--- src/rtl/quad_latch_pkg.sv ---
package quad_latch_pkg;

    // Indices of the sticky violation flags
    localparam int VIOL_W   = 3;
    localparam int VIOL_EN  = 0;
    localparam int VIOL_RST = 1;
    localparam int VIOL_REC = 2;

    // What a bit does at the next sampling edge
    typedef enum logic [1:0] {
        BIT_HOLD  = 2'd0,
        BIT_CLEAR = 2'd1,
        BIT_SET   = 2'd2
    } bit_act_e;

    // Sampled inputs seen by one storage bit
    typedef struct packed {
        logic en_n;
        logic d;
        logic set_n;
    } bit_in_t;

    // Nanoseconds to whole cycles, rounded up
    function automatic int unsigned ns_to_cycles(input int unsigned ns,
                                                 input int unsigned period_ns);
        return (ns + period_ns - 1) / period_ns;
    endfunction

    // Data-dominant decode: a low data input wins over a low set input
    function automatic bit_act_e decode_bit(input bit_in_t in);
        bit_act_e act;
        if (in.en_n)
            act = BIT_HOLD;
        else if (!in.d)
            act = BIT_CLEAR;
        else if (!in.set_n)
            act = BIT_SET;
        else
            act = BIT_HOLD;
        return act;
    endfunction

    function automatic logic apply_act(input bit_act_e act, input logic cur);
        logic nxt;
        case (act)
            BIT_CLEAR: nxt = 1'b0;
            BIT_SET:   nxt = 1'b1;
            default:   nxt = cur;
        endcase
        return nxt;
    endfunction

endpackage

--- src/rtl/quad_latch_rst_sync.sv ---
module quad_latch_rst_sync #(
    parameter int STAGES = 2
) (
    input  logic clk,
    input  logic arst_n,
    output logic hold_o
);
    // Asynchronous assertion, synchronous release
    logic [STAGES-1:0] chain;

    generate
        if (STAGES == 1) begin : g_single
            always_ff @(posedge clk or negedge arst_n) begin
                if (!arst_n)
                    chain <= 1'b1;
                else
                    chain <= 1'b0;
            end
        end else begin : g_multi
            always_ff @(posedge clk or negedge arst_n) begin
                if (!arst_n)
                    chain <= '1;
                else
                    chain <= {chain[STAGES-2:0], 1'b0};
            end
        end
    endgenerate

    assign hold_o = chain[STAGES-1];

endmodule

--- src/rtl/quad_latch_cell.sv ---
module quad_latch_cell
    import quad_latch_pkg::*;
(
    input  logic    clk,
    input  logic    rst,
    input  logic    clr_async,
    input  bit_in_t in_i,
    output logic    q_o
);
    bit_act_e act;

    assign act = decode_bit(in_i);

    always_ff @(posedge clk or posedge clr_async) begin
        if (clr_async)
            q_o <= 1'b0;
        else if (rst)
            q_o <= 1'b0;
        else
            q_o <= apply_act(act, q_o);
    end


    hold_when_disabled_chk: assert property (@(posedge clk) disable iff (clr_async)
        (!rst && in_i.en_n) |=> $stable(q_o));


    data_dominates_chk: assert property (@(posedge clk) disable iff (clr_async)
        (!rst && !in_i.en_n && !in_i.d) |=> !q_o);


    set_when_data_high_chk: assert property (@(posedge clk) disable iff (clr_async)
        (!rst && !in_i.en_n && in_i.d && !in_i.set_n) |=> q_o);

endmodule

--- src/rtl/quad_latch_pulse_chk.sv ---
module quad_latch_pulse_chk #(
    parameter int MIN_CYC = 4
) (
    input  logic clk,
    input  logic rst,
    input  logic level_n,
    output logic short_o
);
    localparam int CNT_W = $clog2(MIN_CYC + 2);
    localparam logic [CNT_W-1:0] MIN_V = CNT_W'(MIN_CYC);

    logic             prev_q;
    logic [CNT_W-1:0] low_cnt;

    always_ff @(posedge clk) begin
        if (rst) begin
            prev_q  <= 1'b1;
            low_cnt <= '0;
        end else begin
            prev_q <= level_n;
            if (!level_n) begin
                if (prev_q)
                    low_cnt <= CNT_W'(1);
                else if (low_cnt != MIN_V)
                    low_cnt <= low_cnt + CNT_W'(1);
            end
        end
    end

    // Pulse ends at this edge and was too short
    assign short_o = !rst && !prev_q && level_n && (low_cnt < MIN_V);

endmodule

--- src/rtl/quad_latch_timing_mon.sv ---
module quad_latch_timing_mon
    import quad_latch_pkg::*;
#(
    parameter int CLK_PERIOD_NS = 8,
    parameter int EN_MIN_NS     = 30,
    parameter int MR_MIN_NS     = 25,
    parameter int REC_NS        = 5
) (
    input  logic              clk,
    input  logic              rst,
    input  logic              en_n,
    input  logic              mrst_n,
    input  logic              viol_clr,
    output logic [VIOL_W-1:0] viol_o
);
    localparam int EN_MIN_CYC = int'(ns_to_cycles(EN_MIN_NS, CLK_PERIOD_NS));
    localparam int MR_MIN_CYC = int'(ns_to_cycles(MR_MIN_NS, CLK_PERIOD_NS));
    localparam int REC_CYC    = int'(ns_to_cycles(REC_NS, CLK_PERIOD_NS));
    localparam int REC_W      = $clog2(REC_CYC + 2);
    localparam logic [REC_W-1:0] REC_V = REC_W'(REC_CYC);

    logic              en_short;
    logic              mr_short;
    logic              en_prev_q;
    logic [REC_W-1:0]  rec_cnt;
    logic              rec_bad;
    logic [VIOL_W-1:0] new_viol;

    quad_latch_pulse_chk #(.MIN_CYC(EN_MIN_CYC)) u_en_width (
        .clk     (clk),
        .rst     (rst),
        .level_n (en_n),
        .short_o (en_short)
    );

    quad_latch_pulse_chk #(.MIN_CYC(MR_MIN_CYC)) u_mr_width (
        .clk     (clk),
        .rst     (rst),
        .level_n (mrst_n),
        .short_o (mr_short)
    );

    // High samples of the master reset since it was last low
    always_ff @(posedge clk) begin
        if (rst) begin
            en_prev_q <= 1'b1;
            rec_cnt   <= REC_V;
        end else begin
            en_prev_q <= en_n;
            if (!mrst_n)
                rec_cnt <= '0;
            else if (rec_cnt != REC_V)
                rec_cnt <= rec_cnt + REC_W'(1);
        end
    end

    assign rec_bad = !rst && en_prev_q && !en_n && mrst_n && (rec_cnt < REC_V);

    always_comb begin
        new_viol           = '0;
        new_viol[VIOL_EN]  = en_short;
        new_viol[VIOL_RST] = mr_short;
        new_viol[VIOL_REC] = rec_bad;
    end

    always_ff @(posedge clk) begin
        if (rst)
            viol_o <= '0;
        else if (viol_clr)
            viol_o <= new_viol;
        else
            viol_o <= viol_o | new_viol;
    end


    viol_sticky_chk: assert property (@(posedge clk) disable iff (rst)
        !viol_clr |=> (($past(viol_o) & ~viol_o) == '0));


    viol_clear_chk: assert property (@(posedge clk) disable iff (rst)
        (viol_clr && !en_short && !mr_short && !rec_bad) |=> (viol_o == '0));

endmodule

--- src/rtl/quad_latch.sv ---
module quad_latch
    import quad_latch_pkg::*;
#(
    parameter int WIDTH         = 4,
    parameter int CLK_PERIOD_NS = 8,
    parameter int EN_MIN_NS     = 30,
    parameter int MR_MIN_NS     = 25,
    parameter int REC_NS        = 5,
    parameter int SYNC_STAGES   = 2
) (
    input  logic             clk,
    input  logic             rst,
    input  logic             mrst_n,
    input  logic             en_n,
    input  logic [WIDTH-1:0] d,
    input  logic [WIDTH-1:0] set_n,
    input  logic             viol_clr,
    output logic [WIDTH-1:0] q,
    output logic [2:0]       viol
);
    logic              clr_hold;
    logic [VIOL_W-1:0] viol_w;

    quad_latch_rst_sync #(.STAGES(SYNC_STAGES)) u_rst_sync (
        .clk    (clk),
        .arst_n (mrst_n),
        .hold_o (clr_hold)
    );

    generate
        for (genvar i = 0; i < WIDTH; i++) begin : g_bit
            bit_in_t bin;
            always_comb begin
                bin.en_n  = en_n;
                bin.d     = d[i];
                bin.set_n = set_n[i];
            end
            quad_latch_cell u_cell (
                .clk       (clk),
                .rst       (rst),
                .clr_async (clr_hold),
                .in_i      (bin),
                .q_o       (q[i])
            );
        end
    endgenerate

    quad_latch_timing_mon #(
        .CLK_PERIOD_NS (CLK_PERIOD_NS),
        .EN_MIN_NS     (EN_MIN_NS),
        .MR_MIN_NS     (MR_MIN_NS),
        .REC_NS        (REC_NS)
    ) u_mon (
        .clk      (clk),
        .rst      (rst),
        .en_n     (en_n),
        .mrst_n   (mrst_n),
        .viol_clr (viol_clr),
        .viol_o   (viol_w)
    );

    assign viol = viol_w;


    mreset_clears_chk: assert property (@(posedge clk) disable iff (rst)
        !mrst_n |-> (q == '0));

endmodule

--- config.mk ---
export PLATFORM = sky130hd
export DESIGN_NAME = quad_latch
export DESIGN_NICKNAME = d
export VERILOG_FILES = /design/src/rtl/quad_latch_pkg.sv /design/src/rtl/quad_latch_rst_sync.sv /design/src/rtl/quad_latch_cell.sv /design/src/rtl/quad_latch_pulse_chk.sv /design/src/rtl/quad_latch_timing_mon.sv /design/src/rtl/quad_latch.sv
export SDC_FILE = /design/constraint.sdc
export NUM_CORES = 1
export LEC_CHECK = 0
export BUFFER_PORTS_ARGS = -buffer_cell sky130_fd_sc_hd__buf_2
export CORE_AREA = 4 4 45 47
export DETAILED_ROUTE_END_ITERATION = 8
export DIE_AREA = 0 0 49 51
export GPL_ROUTABILITY_DRIVEN = 0
export PLACE_DENSITY = 0.76
export RECOVER_POWER = 25
export SETUP_SLACK_MARGIN = 0.4
export SLEW_MARGIN = 20
export SYNTH_ARGS = -nofsm -noshare
export SYNTH_HDL_FRONTEND = slang
export SYNTH_SLANG_ARGS = --single-unit
--- constraint.sdc ---
create_clock -name clk -period 1.35 [get_ports clk]
set_clock_uncertainty 0.1 [all_clocks]
set_input_delay 0.0675 -clock clk [delete_from_list [all_inputs] [get_ports clk]]
set_output_delay 0.0675 -clock clk [all_outputs]
set_load 0.01 [all_outputs]
==> flow_summary.json, run 1 <==
{
  "reg2regPathDepth": 5,
  "pin_count": 20,
  "leakagePower_uw": 0.000555,
  "fmax_mhz": 824,
  "synthTopCellsByCount": "17 x nor2_1, 13 x dfxtp_1, 11 x inv_1",
  "slew_headroom_pct": 48.5,
  "r2r-end": "u_mon.u_en_width.low_cnt[0]",
  "synth_area_leaders": "dfxtp_1 30%, dfrtp_1 11%, ha_1 8.6%, nor2_1 7.3%, dfstp_2 6.0%",
  "port_buffers": 19,
  "viasPerCell": 5.15,
  "rr_startpoint": "u_mon.u_en_width.low_cnt[0]",
  "area_growth_pct": 40.1,
  "worst_slack_ns": 0.137,
  "nNetsFinal": 149,
  "core-area_mm2": 0.00165,
  "rows": 15,
  "ys_types": 25,
  "status": "finished, final reports clean",
  "drtAntennaViolNets": 0,
  "p_per_area_mw_per_mm2": 908,
  "endpoint_kind": "register",
  "synth_compound_area_share_pct": 14.5,
  "hp-class": "register to asynchronous set/reset pin",
  "wirelength_um": 1810,
  "overflow": 0,
  "period_share_pct": 89.9,
  "yosys.cell_count.top_type": "nor2_1",
  "synth_xor_area_share_pct": 1.00,
  "cts_tree": "done",
  "start_kind": "register",
  "synth_fp_nets": 117,
  "peakVddDrop_mv": 0.866,
  "clk_pin_slew_worst_paths_ns": 0.11,
  "yosysSeqAreaShare_pct": 47.3,
  "final_layout_size_suffix_gt1_share_pct": 41.9,
  "first_iter_violations": 8,
  "r2r_slack_ns": 0.14,
  "worstPathMaxFanout": 4,
  "async_flop_share_pct": 31.6,
  "synth-edff-count": 0,
  "track_usage_pct": 15.2,
  "die_area_mm2": 0.00250,
  "timing.setup.tns_ns": 0,
  "synth_adder_area_share_pct": 8.60,
  "cp.required_ns": 1.45,
  "max_cap_viol_count": 0,
  "hold_violations": 0,
  "dp.cells": 127,
  "synthMuxAreaShare_pct": 1.15,
  "die_w_um": 49,
  "cts-root-buf": "clkbuf_4",
  "dp_slack_ns": 0.190,
  "num_vias": 752,
  "power_uw": 1110,
  "grt_pass1_wl_um": 2880,
  "num_antenna_cells": 0,
  "worstSetupPathType": "register to register",
  "rsz0062_at_grt": "yes",
  "antenna_found_initial": 0,
  "drt_pass1_iterations": 4,
  "crit_arrival_ns": 1.32,
  "drc": 0,
  "synth_top_family_by_area": "simple AND/OR/NAND/NOR gates",
  "cts_buffers": 3,
  "initial_core_util_pct": 52.9,
  "avgSynthCellArea_um2": 8.91,
  "ys.flop_type": "dfxtp_1",
  "grt_start_max_net_pins": 18,
  "ctsLongestPathBuffers": 2,
  "yosysTopAreaCell": "dfxtp_1",
  "clock_latency_ns": 0.29,
  "die_h_um": 51,
  "instances_no_fill": 146,
  "syn_inst": 98,
  "slew_violations": 0,
  "numClockSinks": 19,
  "period_needed_ns": 1.21,
  "synth_warnings": 0,
  "syn_area_um2": 873,
  "synth_top_area_share_pct": 29.8,
  "first_global_vias": 675,
  "fin_hold_ws_ns": 0.0322,
  "synth-simple-area-share_pct": 16.9,
  "setup_viol": 0,
  "htreeDepth": 1,
  "hpwl_um": 1110,
  "wl_per_cell_um": 12.4,
  "worst_slew_pin_slew_ns": 0.773,
  "synth_seq_cells": 19
}
## registers in the layout, summed over array words and instances, names as in the netlist
register,count
u_mon.u_mr_width.low_cnt,3
u_mon.u_mr_width.prev_q,1
u_mon.u_en_width.prev_q,1
g_bit.u_cell.q_o,4
u_mon.viol_o,3
u_rst_sync.chain,2
u_mon.u_en_width.low_cnt,3
u_mon.rec_cnt,2
## worst max path at each step
stage                                      from                           to  slack (ns)  depth (start not counted)
floorplan           u_mon.u_mr_width.low_cnt[0]  u_mon.u_mr_width.low_cnt[0]        0.25                          5
global placement    u_mon.u_en_width.low_cnt[1]  u_mon.u_en_width.low_cnt[0]        0.22                          5
detailed placement  u_mon.u_en_width.low_cnt[1]  u_mon.u_en_width.low_cnt[0]        0.19                          5
CTS                 u_mon.u_en_width.low_cnt[1]  u_mon.u_en_width.low_cnt[0]        0.18                          5
global route        u_mon.u_en_width.low_cnt[1]  u_mon.u_en_width.low_cnt[0]        0.08                          5
finish              u_mon.u_en_width.low_cnt[0]  u_mon.u_en_width.low_cnt[0]        0.14                          5
## placed cells by master (no fill, tap or decap), types with 4 or more instances in the layout
cell type and count:
inv_2 5, ha_4 4, a21oi_1 7, nor3_1 5
nand2_1 4, inv_1 5, dfrtp_1 4, dfxtp_2 9
dlygate4sd3_1 10, buf_2 14, buf_4 4, nor2_1 17
## power breakdown
group | switching, uW | leakage, uW | internal, uW | total (uW)
clock | 173 | 0.0000177 | 110 | 284
combinational | 92.8 | 0.000352 | 115 | 208
sequential | 24.3 | 0.000185 | 596 | 620
total | 290 | 0.000555 | 821 | 1110
## what timing repair did
action	CTS	global route
pin swaps	2	2
hold endpoints to repair	7	0
buffers inserted	1	3
cloned	0	0
endpoints found under the setup margin	13	18
hold buffers	11	0
gates resized for setup	4	13
## logic make-up (layout without fill, tap and decap cells)
kind of cell,after synthesis,after routing
AND/OR/NAND/NOR,32,32
AO/OA/AOI/OAI,20,20
flip-flops,19,19
buffers and inverters,18,49
adder cells (fa/ha/maj),6,6
other,1,1
XOR/XNOR,1,1
multiplexers,1,1
## metal layers
layer	vias to the layer above	global-route usage (%)	wire (um)
li1	375	-	-
met1	356	16.3	768
met2	17	27.4	956
met3	4	3.50	45
met4	0	8.07	36
met5	-	0	0
## area by class of cell
class / instances / area (um2)
clock buffer: 3 / 22.5
clock inverter: 1 / 5.00
fill: 131 / 428
inverter: 11 / 43.8
multi-input combinational: 61 / 445
sequential: 19 / 432
tap: 17 / 21.3
timing repair buffer: 34 / 254
## critical path, stage by stage (launching register included)
cell	delay, ns
dfxtp_4	0.38
inv_2	0.04
ha_4	0.16
a211oi_4	0.22
a21oi_2	0.08
o21a_1	0.13
## metrics by stage
| step | area, um2 | utilization (%) |
|---|---|---|
| global placement | 997 | 60.4 |
| finish | 1220 | 74.1 |
| detailed placement | 997 | 60.4 |
| global route | 1220 | 74.1 |
| floorplan | 928 | - |
| CTS | 1160 | 70.2 |
(Power assumes the default switching activity.)
==> inputs of run 2 (changes only) <==
Settings changed: HOLD_SLACK_MARGIN set to 0.05.
==> run 2 against run 1 <==
Compared with the run above:
- clock power hardly changed
- fmax is 0.37% lower
- register-to-register slack hardly changed
- total power is 0.59% higher
- first-iteration DRC count is 13% higher
- cell count is 1.4% higher
- worst setup slack worse by 0.0046 ns
- critical endpoint unchanged
==> flow_summary.json, run 2 (synthesis gave the netlist of run 1 again) <==
{
  "rows": 15,
  "start_kind": "register",
  "max_flop_register": "g_bit.u_cell.q_o",
  "area_growth_pct": 42.1,
  "largest_register_ffs": 4,
  "crit_chain": "inv_2 > ha_4 > a211oi_4 > a21oi_2 > o21a_1",
  "nNetsFinal": 151,
  "port_buffers": 19,
  "r2r_slack_ns": 0.13,
  "initial_core_util_pct": 52.9,
  "critical_path.max_stage_delay_ns": 0.37,
  "num_antenna_cells": 0,
  "cts-root-buf": "clkbuf_4",
  "rsz0062_at_grt": "yes",
  "htreeDepth": 1,
  "viasPerCell": 5.07,
  "worst_slew_pin_slew_ns": 0.784,
  "num_vias": 751,
  "final_layout_size_suffix_gt1_share_pct": 42.0,
  "fmax_mhz": 821,
  "wl_per_cell_um": 12.4,
  "slew_headroom_pct": 47.7,
  "rr_startpoint": "u_mon.u_en_width.low_cnt[1]",
  "final_cell_mix": "17 x nor2_1, 14 x buf_2, 12 x dlygate4sd3_1",
  "ctsLongestPathBuffers": 2,
  "endpoint_kind": "register",
  "crit_start": "u_mon.u_en_width.low_cnt[1]",
  "max_cap_viol_count": 0,
  "setup_viol": 0,
  "path_buf_inv": 1,
  "period_needed_ns": 1.22,
  "cts_tree": "done",
  "crit_arrival_ns": 1.32,
  "antenna_found_initial": 0,
  "grt_pass1_wl_um": 2890,
  "leakagePower_uw": 0.000553,
  "hpwl_um": 1110,
  "pin_count": 20,
  "slew_violations": 0,
  "crit_cells": 5,
  "p_per_area_mw_per_mm2": 901,
  "die_h_um": 51,
  "first_global_vias": 687,
  "clock_latency_ns": 0.30,
  "endpoint": "u_mon.u_en_width.low_cnt[0]",
  "numClockSinks": 19,
  "overflow": 0,
  "status": "finished, final reports clean",
  "cp.required_ns": 1.45,
  "core-area_mm2": 0.00165,
  "cpLargestDelayFamily": "compound AO/OA/AOI/OAI gates",
  "drtAntennaViolNets": 0,
  "wirelength_um": 1830,
  "clk_pin_slew_worst_paths_ns": 0.11,
  "drc": 0,
  "power_uw": 1120,
  "drt_pass1_iterations": 4,
  "peakVddDrop_mv": 0.789,
  "grt_start_max_net_pins": 18,
  "worstSetupPathType": "register to register",
  "die_w_um": 49,
  "hp-class": "primary input to register",
  "r2r-end": "u_mon.u_en_width.low_cnt[0]",
  "reg2regPathDepth": 5,
  "track_usage_pct": 15.2,
  "layout_commonest_cell": "nor2_1",
  "cts_buffers": 3,
  "hold_violations": 0,
  "die_area_mm2": 0.00250,
  "worstPathMaxFanout": 3,
  "crit_path_top_delay_cell": "dfxtp_2",
  "period_share_pct": 90.2,
  "first_iter_violations": 9,
  "timing.setup.tns_ns": 0
}
[run 2: power by group]
group / switching [uW] / internal, uW
Clock: 175 / 110
Sequential: 24.3 / 596
Combinational: 94.3 / 118
[run 2: repair_timing]
action / CTS / global route
setup endpoints to repair: 13 / 22
buffers inserted: 1 / 3
hold buffers: 12 / 1
pin swaps: 2 / 3
gates resized for setup: 4 / 14
hold endpoints to repair: 18 / 3
[run 2: final cells by class]
cell class / instances / area, um2
clock inverters: 1 / 5.00
inverters: 11 / 43.8
repair buffers: 36 / 272
multi-input cells: 61 / 445
fillers: 130 / 410
clock buffers: 3 / 22.5
well taps: 17 / 21.3
flip-flops and latches: 19 / 432
[run 2: stage by stage]
stage	util (%)	instance area (um2)	setup slack, ns	cells	hold WS [ns]
after floorplan	-	928	0.248	98	-0.180
after global placement	60.4	997	0.223	127	0.0281
after detailed placement	60.4	997	0.190	127	0.0263
after CTS	70.8	1170	0.177	144	0.0236
after global routing	75.2	1240	0.0766	148	0.0763
final	75.2	1240	0.132	148	0.0598
[run 2: worst min path at each step]
stage | start | endpoint | slack, ns | cells after the start
3_3_place_gp | u_rst_sync.chain[1] | g_bit[3].u_cell.q_o | 0.03 | 1
6_report | en_n | g_bit[0].u_cell.q_o | 0.06 | 3
4_1_cts | rst | u_mon.viol_o[0] | 0.02 | 2
3_5_place_dp | u_rst_sync.chain[1] | g_bit[3].u_cell.q_o | 0.03 | 1
5_1_grt | en_n | g_bit[0].u_cell.q_o | 0.08 | 3
2_1_floorplan | mrst_n | u_rst_sync.chain[0] | -0.18 | 0
[run 2: metal layers]
| metal | wire length [um] | share of wire [%] | global-route usage (%) |
|---|---|---|---|
| met1 | 788 | 43 | 16.1 |
| met3 | 40 | 2.2 | 3.50 |
| met5 | 0 | 0 | 0 |
| met4 | 36 | 2.0 | 8.07 |
| met2 | 963 | 53 | 27.6 |
[run 2: worst reg2reg max path: stages (launching register included)]
cell and delay [ns]:
dfxtp_2 0.37, inv_2 0.05, ha_4 0.17, a211oi_4 0.23, a21oi_2 0.08, o21a_1 0.13
==> inputs of run 3 (changes only) <==
Settings changed: ABC_AREA set to 1, CORE_AREA 4 4 45 47 to 4 4 46 48, DIE_AREA 0 0 49 51 to 0 0 50 52, PLACE_DENSITY 0.76 to 0.77.
==> run 3 against run 2 <==
Compared with the run above:
- the run now ends with negative hold slack left
- critical endpoint is now u_mon.u_en_width.low_cnt[2]
- clock power is essentially flat
- largest power group unchanged
- highest routed layer unchanged
- via count grew 20%
- combinational power grew 20%
==> flow_summary.json, run 3 <==
{
  "leakagePower_uw": 0.000632,
  "num_antenna_cells": 0,
  "nFillCells": 115,
  "p_clk_share_pct": 24.7,
  "period_share_pct": 85.9,
  "synthTopCellsByCount": "16 x inv_1, 16 x nor2_1, 14 x nand2_1",
  "die_h_um": 52,
  "hp-class": "primary input to register",
  "status": "finished, violations left",
  "numClockSinks": 19,
  "clk_pin_slew_worst_paths_ns": 0.11,
  "hold_violations": 3,
  "pin_count": 20,
  "cts_tree": "done",
  "rsz0062_at_grt": "yes",
  "wirelength_um": 2550,
  "final_layout_size_suffix_gt1_share_pct": 50.0,
  "first_global_vias": 818,
  "violations": "negative hold slack",
  "htreeDepth": 1,
  "rows": 15,
  "endpoint_kind": "register",
  "async_flop_share_pct": 31.6,
  "synth_area_leaders": "dfxtp_1 28%, dfrtp_1 11%, ha_1 8.0%, inv_1 6.4%, nor2_1 6.4%",
  "nNetsFinal": 174,
  "timing.setup.tns_ns": 0,
  "ys.flop_type": "dfxtp_1",
  "initial_core_util_pct": 54.8,
  "num_vias": 899,
  "post_dp_cell_area_mm2": 0.00106,
  "synth_seq_cells": 19,
  "intPower_uw": 833,
  "cp.required_ns": 1.45,
  "crit_arrival_ns": 1.26,
  "yosysSeqAreaShare_pct": 44.1,
  "multiInputGateArea_um2": 510,
  "path_common_cell": "nand2_4",
  "slew_violations": 0,
  "critical_path.max_stage_delay_ns": 0.34,
  "max_flop_register": "g_bit.u_cell.q_o",
  "synth_top_area_share_pct": 27.8,
  "drc": 0,
  "yosysTopAreaCell": "dfxtp_1",
  "core-area_mm2": 0.00171,
  "fin_hold_ws_ns": -0.0488,
  "p_sw_share_pct": 27.8,
  "start_kind": "register",
  "synth_warnings": 0,
  "wl_per_cell_um": 14.2,
  "port_buffers": 19,
  "cts_buffers": 3,
  "crit_path_top_delay_cell": "dfxtp_2",
  "die_area_mm2": 0.00260,
  "instances_no_fill": 179,
  "period_needed_ns": 1.16,
  "worstSetupPathType": "register to register",
  "hpwl_um": 1310,
  "drt_pass1_iterations": 4,
  "viasPerCell": 5.02,
  "final_cell_mix": "17 x buf_2, 13 x nor2_1, 13 x dlygate4sd3_1",
  "ys_types": 23,
  "syn_inst": 115,
  "overflow": 0,
  "power.switching_uw": 320,
  "setup_viol": 0,
  "pwr-share-comb_pct": 22.1,
  "reg2regPathDepth": 7,
  "synth_fp_nets": 134,
  "grt_start_max_net_pins": 11,
  "syn_area_um2": 936,
  "antenna_found_initial": 0,
  "p_per_area_mw_per_mm2": 837,
  "postLayoutCellArea_mm2": 0.00138,
  "layout_commonest_cell": "buf_2",
  "ctsLongestPathBuffers": 2,
  "cts-root-buf": "clkbuf_4",
  "clock_latency_ns": 0.29,
  "grt_pass1_wl_um": 3590,
  "drtAntennaViolNets": 0,
  "synth-edff-count": 0,
  "register_area_um2": 424,
  "dp.cells": 153,
  "track_usage_pct": 18.5,
  "area_growth_pct": 47.1,
  "fmax_mhz": 863,
  "p_seq_share_pct": 53.2,
  "avgSynthCellArea_um2": 8.14,
  "die_w_um": 50,
  "first_iter_violations": 25,
  "worstPathMaxFanout": 3,
  "largest_register_ffs": 4,
  "crit_chain": "inv_2 > ha_4 > nand2_4 > nand2_4 > nand2_4 > a21oi_2 > nor2_1",
  "max_cap_viol_count": 0,
  "min_delay_path_depth": 3,
  "peakVddDrop_mv": 0.725
}
## run 3: cell types whose count changed after synthesis, sizes merged, moves of 4 or more
cell    previous run  this run
nand2              4        17
inv               11        19
o21ai              2         9
nand3              0         6
nor3               5         0
a211oi             4         0
nand4              1         5
## run 3: cell type report
type                    instances  area share (%)
clock buffers                   4            1.91
inverters                      19            5.73
multi-input cells              71            37.1
flip-flops and latches         19            30.8
well taps                      25            2.27
repair buffers                 41            22.2
## run 3: worst paths after layout
check | start | end | slack [ns]
worst max-delay path | u_mon.u_en_width.low_cnt[0] | u_mon.u_en_width.low_cnt[2] | 0.19
worst min-delay path | viol_clr | u_mon.viol_o[1] | -0.05
worst max register to register | u_mon.u_en_width.low_cnt[0] | u_mon.u_en_width.low_cnt[2] | 0.19
worst min register to register | u_rst_sync.chain[1] | g_bit[0].u_cell.q_o | 0.04
max in group asynchronous | mrst_n | u_rst_sync.chain[0] | 0.89
min in group asynchronous | u_rst_sync.chain[1] | g_bit[0].u_cell.q_o | 0.04
## run 3: logic make-up after synthesis
family | Yosys count | synth area share (%)
AOI/OAI and AO/OA | 17 | 10.3
adders and majority gates | 6 | 8.02
buffers and inverters | 25 | 13.8
DFF | 19 | 44.1
other | 1 | 0.401
and+or+nand+nor | 47 | 23.4
## run 3: what timing repair did
action,4_1_cts,5_1_grt
hold endpoints to repair,16,6
setup buffers,6,3
hold buffers,11,2
resized for setup,7,23
setup endpoints to repair,12,17
pin swaps,7,12
## run 3: per-stage QoR
| step | setup WS (ns) | utilization (%) | total power [uW] |
|---|---|---|---|
| global placement | 0.258 | 62.3 | 768 |
| detailed placement | 0.244 | 62.3 | 776 |
| global route | 0.148 | 80.6 | 1210 |
| floorplan | 0.284 | - | 740 |
| CTS | 0.248 | 74.0 | 1110 |
| finish | 0.191 | 80.6 | 1150 |
## run 3: per-layer routing
layer	routed length (um)	part of all wire [%]	GRT usage [%]
met1	973	38	20.6
met2	1410	55	31.7
met3	86	3.4	4.58
met4	83	3.3	11.1
met5	0	0	0
## run 3: power by group through the flow
stage,Sequential (uW),Clock [uW],Combinational [uW]
after detailed placement,622,0,153
after global placement,621,0,147
after global routing,616,313,282
final,613,285,255
after floorplan,621,0,119
after CTS,609,294,202
## run 3: critical path: cells and delay by family, from the launching register on
family,cells,cell delay [ns]
AO/OA/AOI/OAI,1,0.13
adder cells (fa/ha/maj),1,0.15
buffers and inverters,1,0.07
flip-flops,1,0.34
AND/OR/NAND/NOR,4,0.28
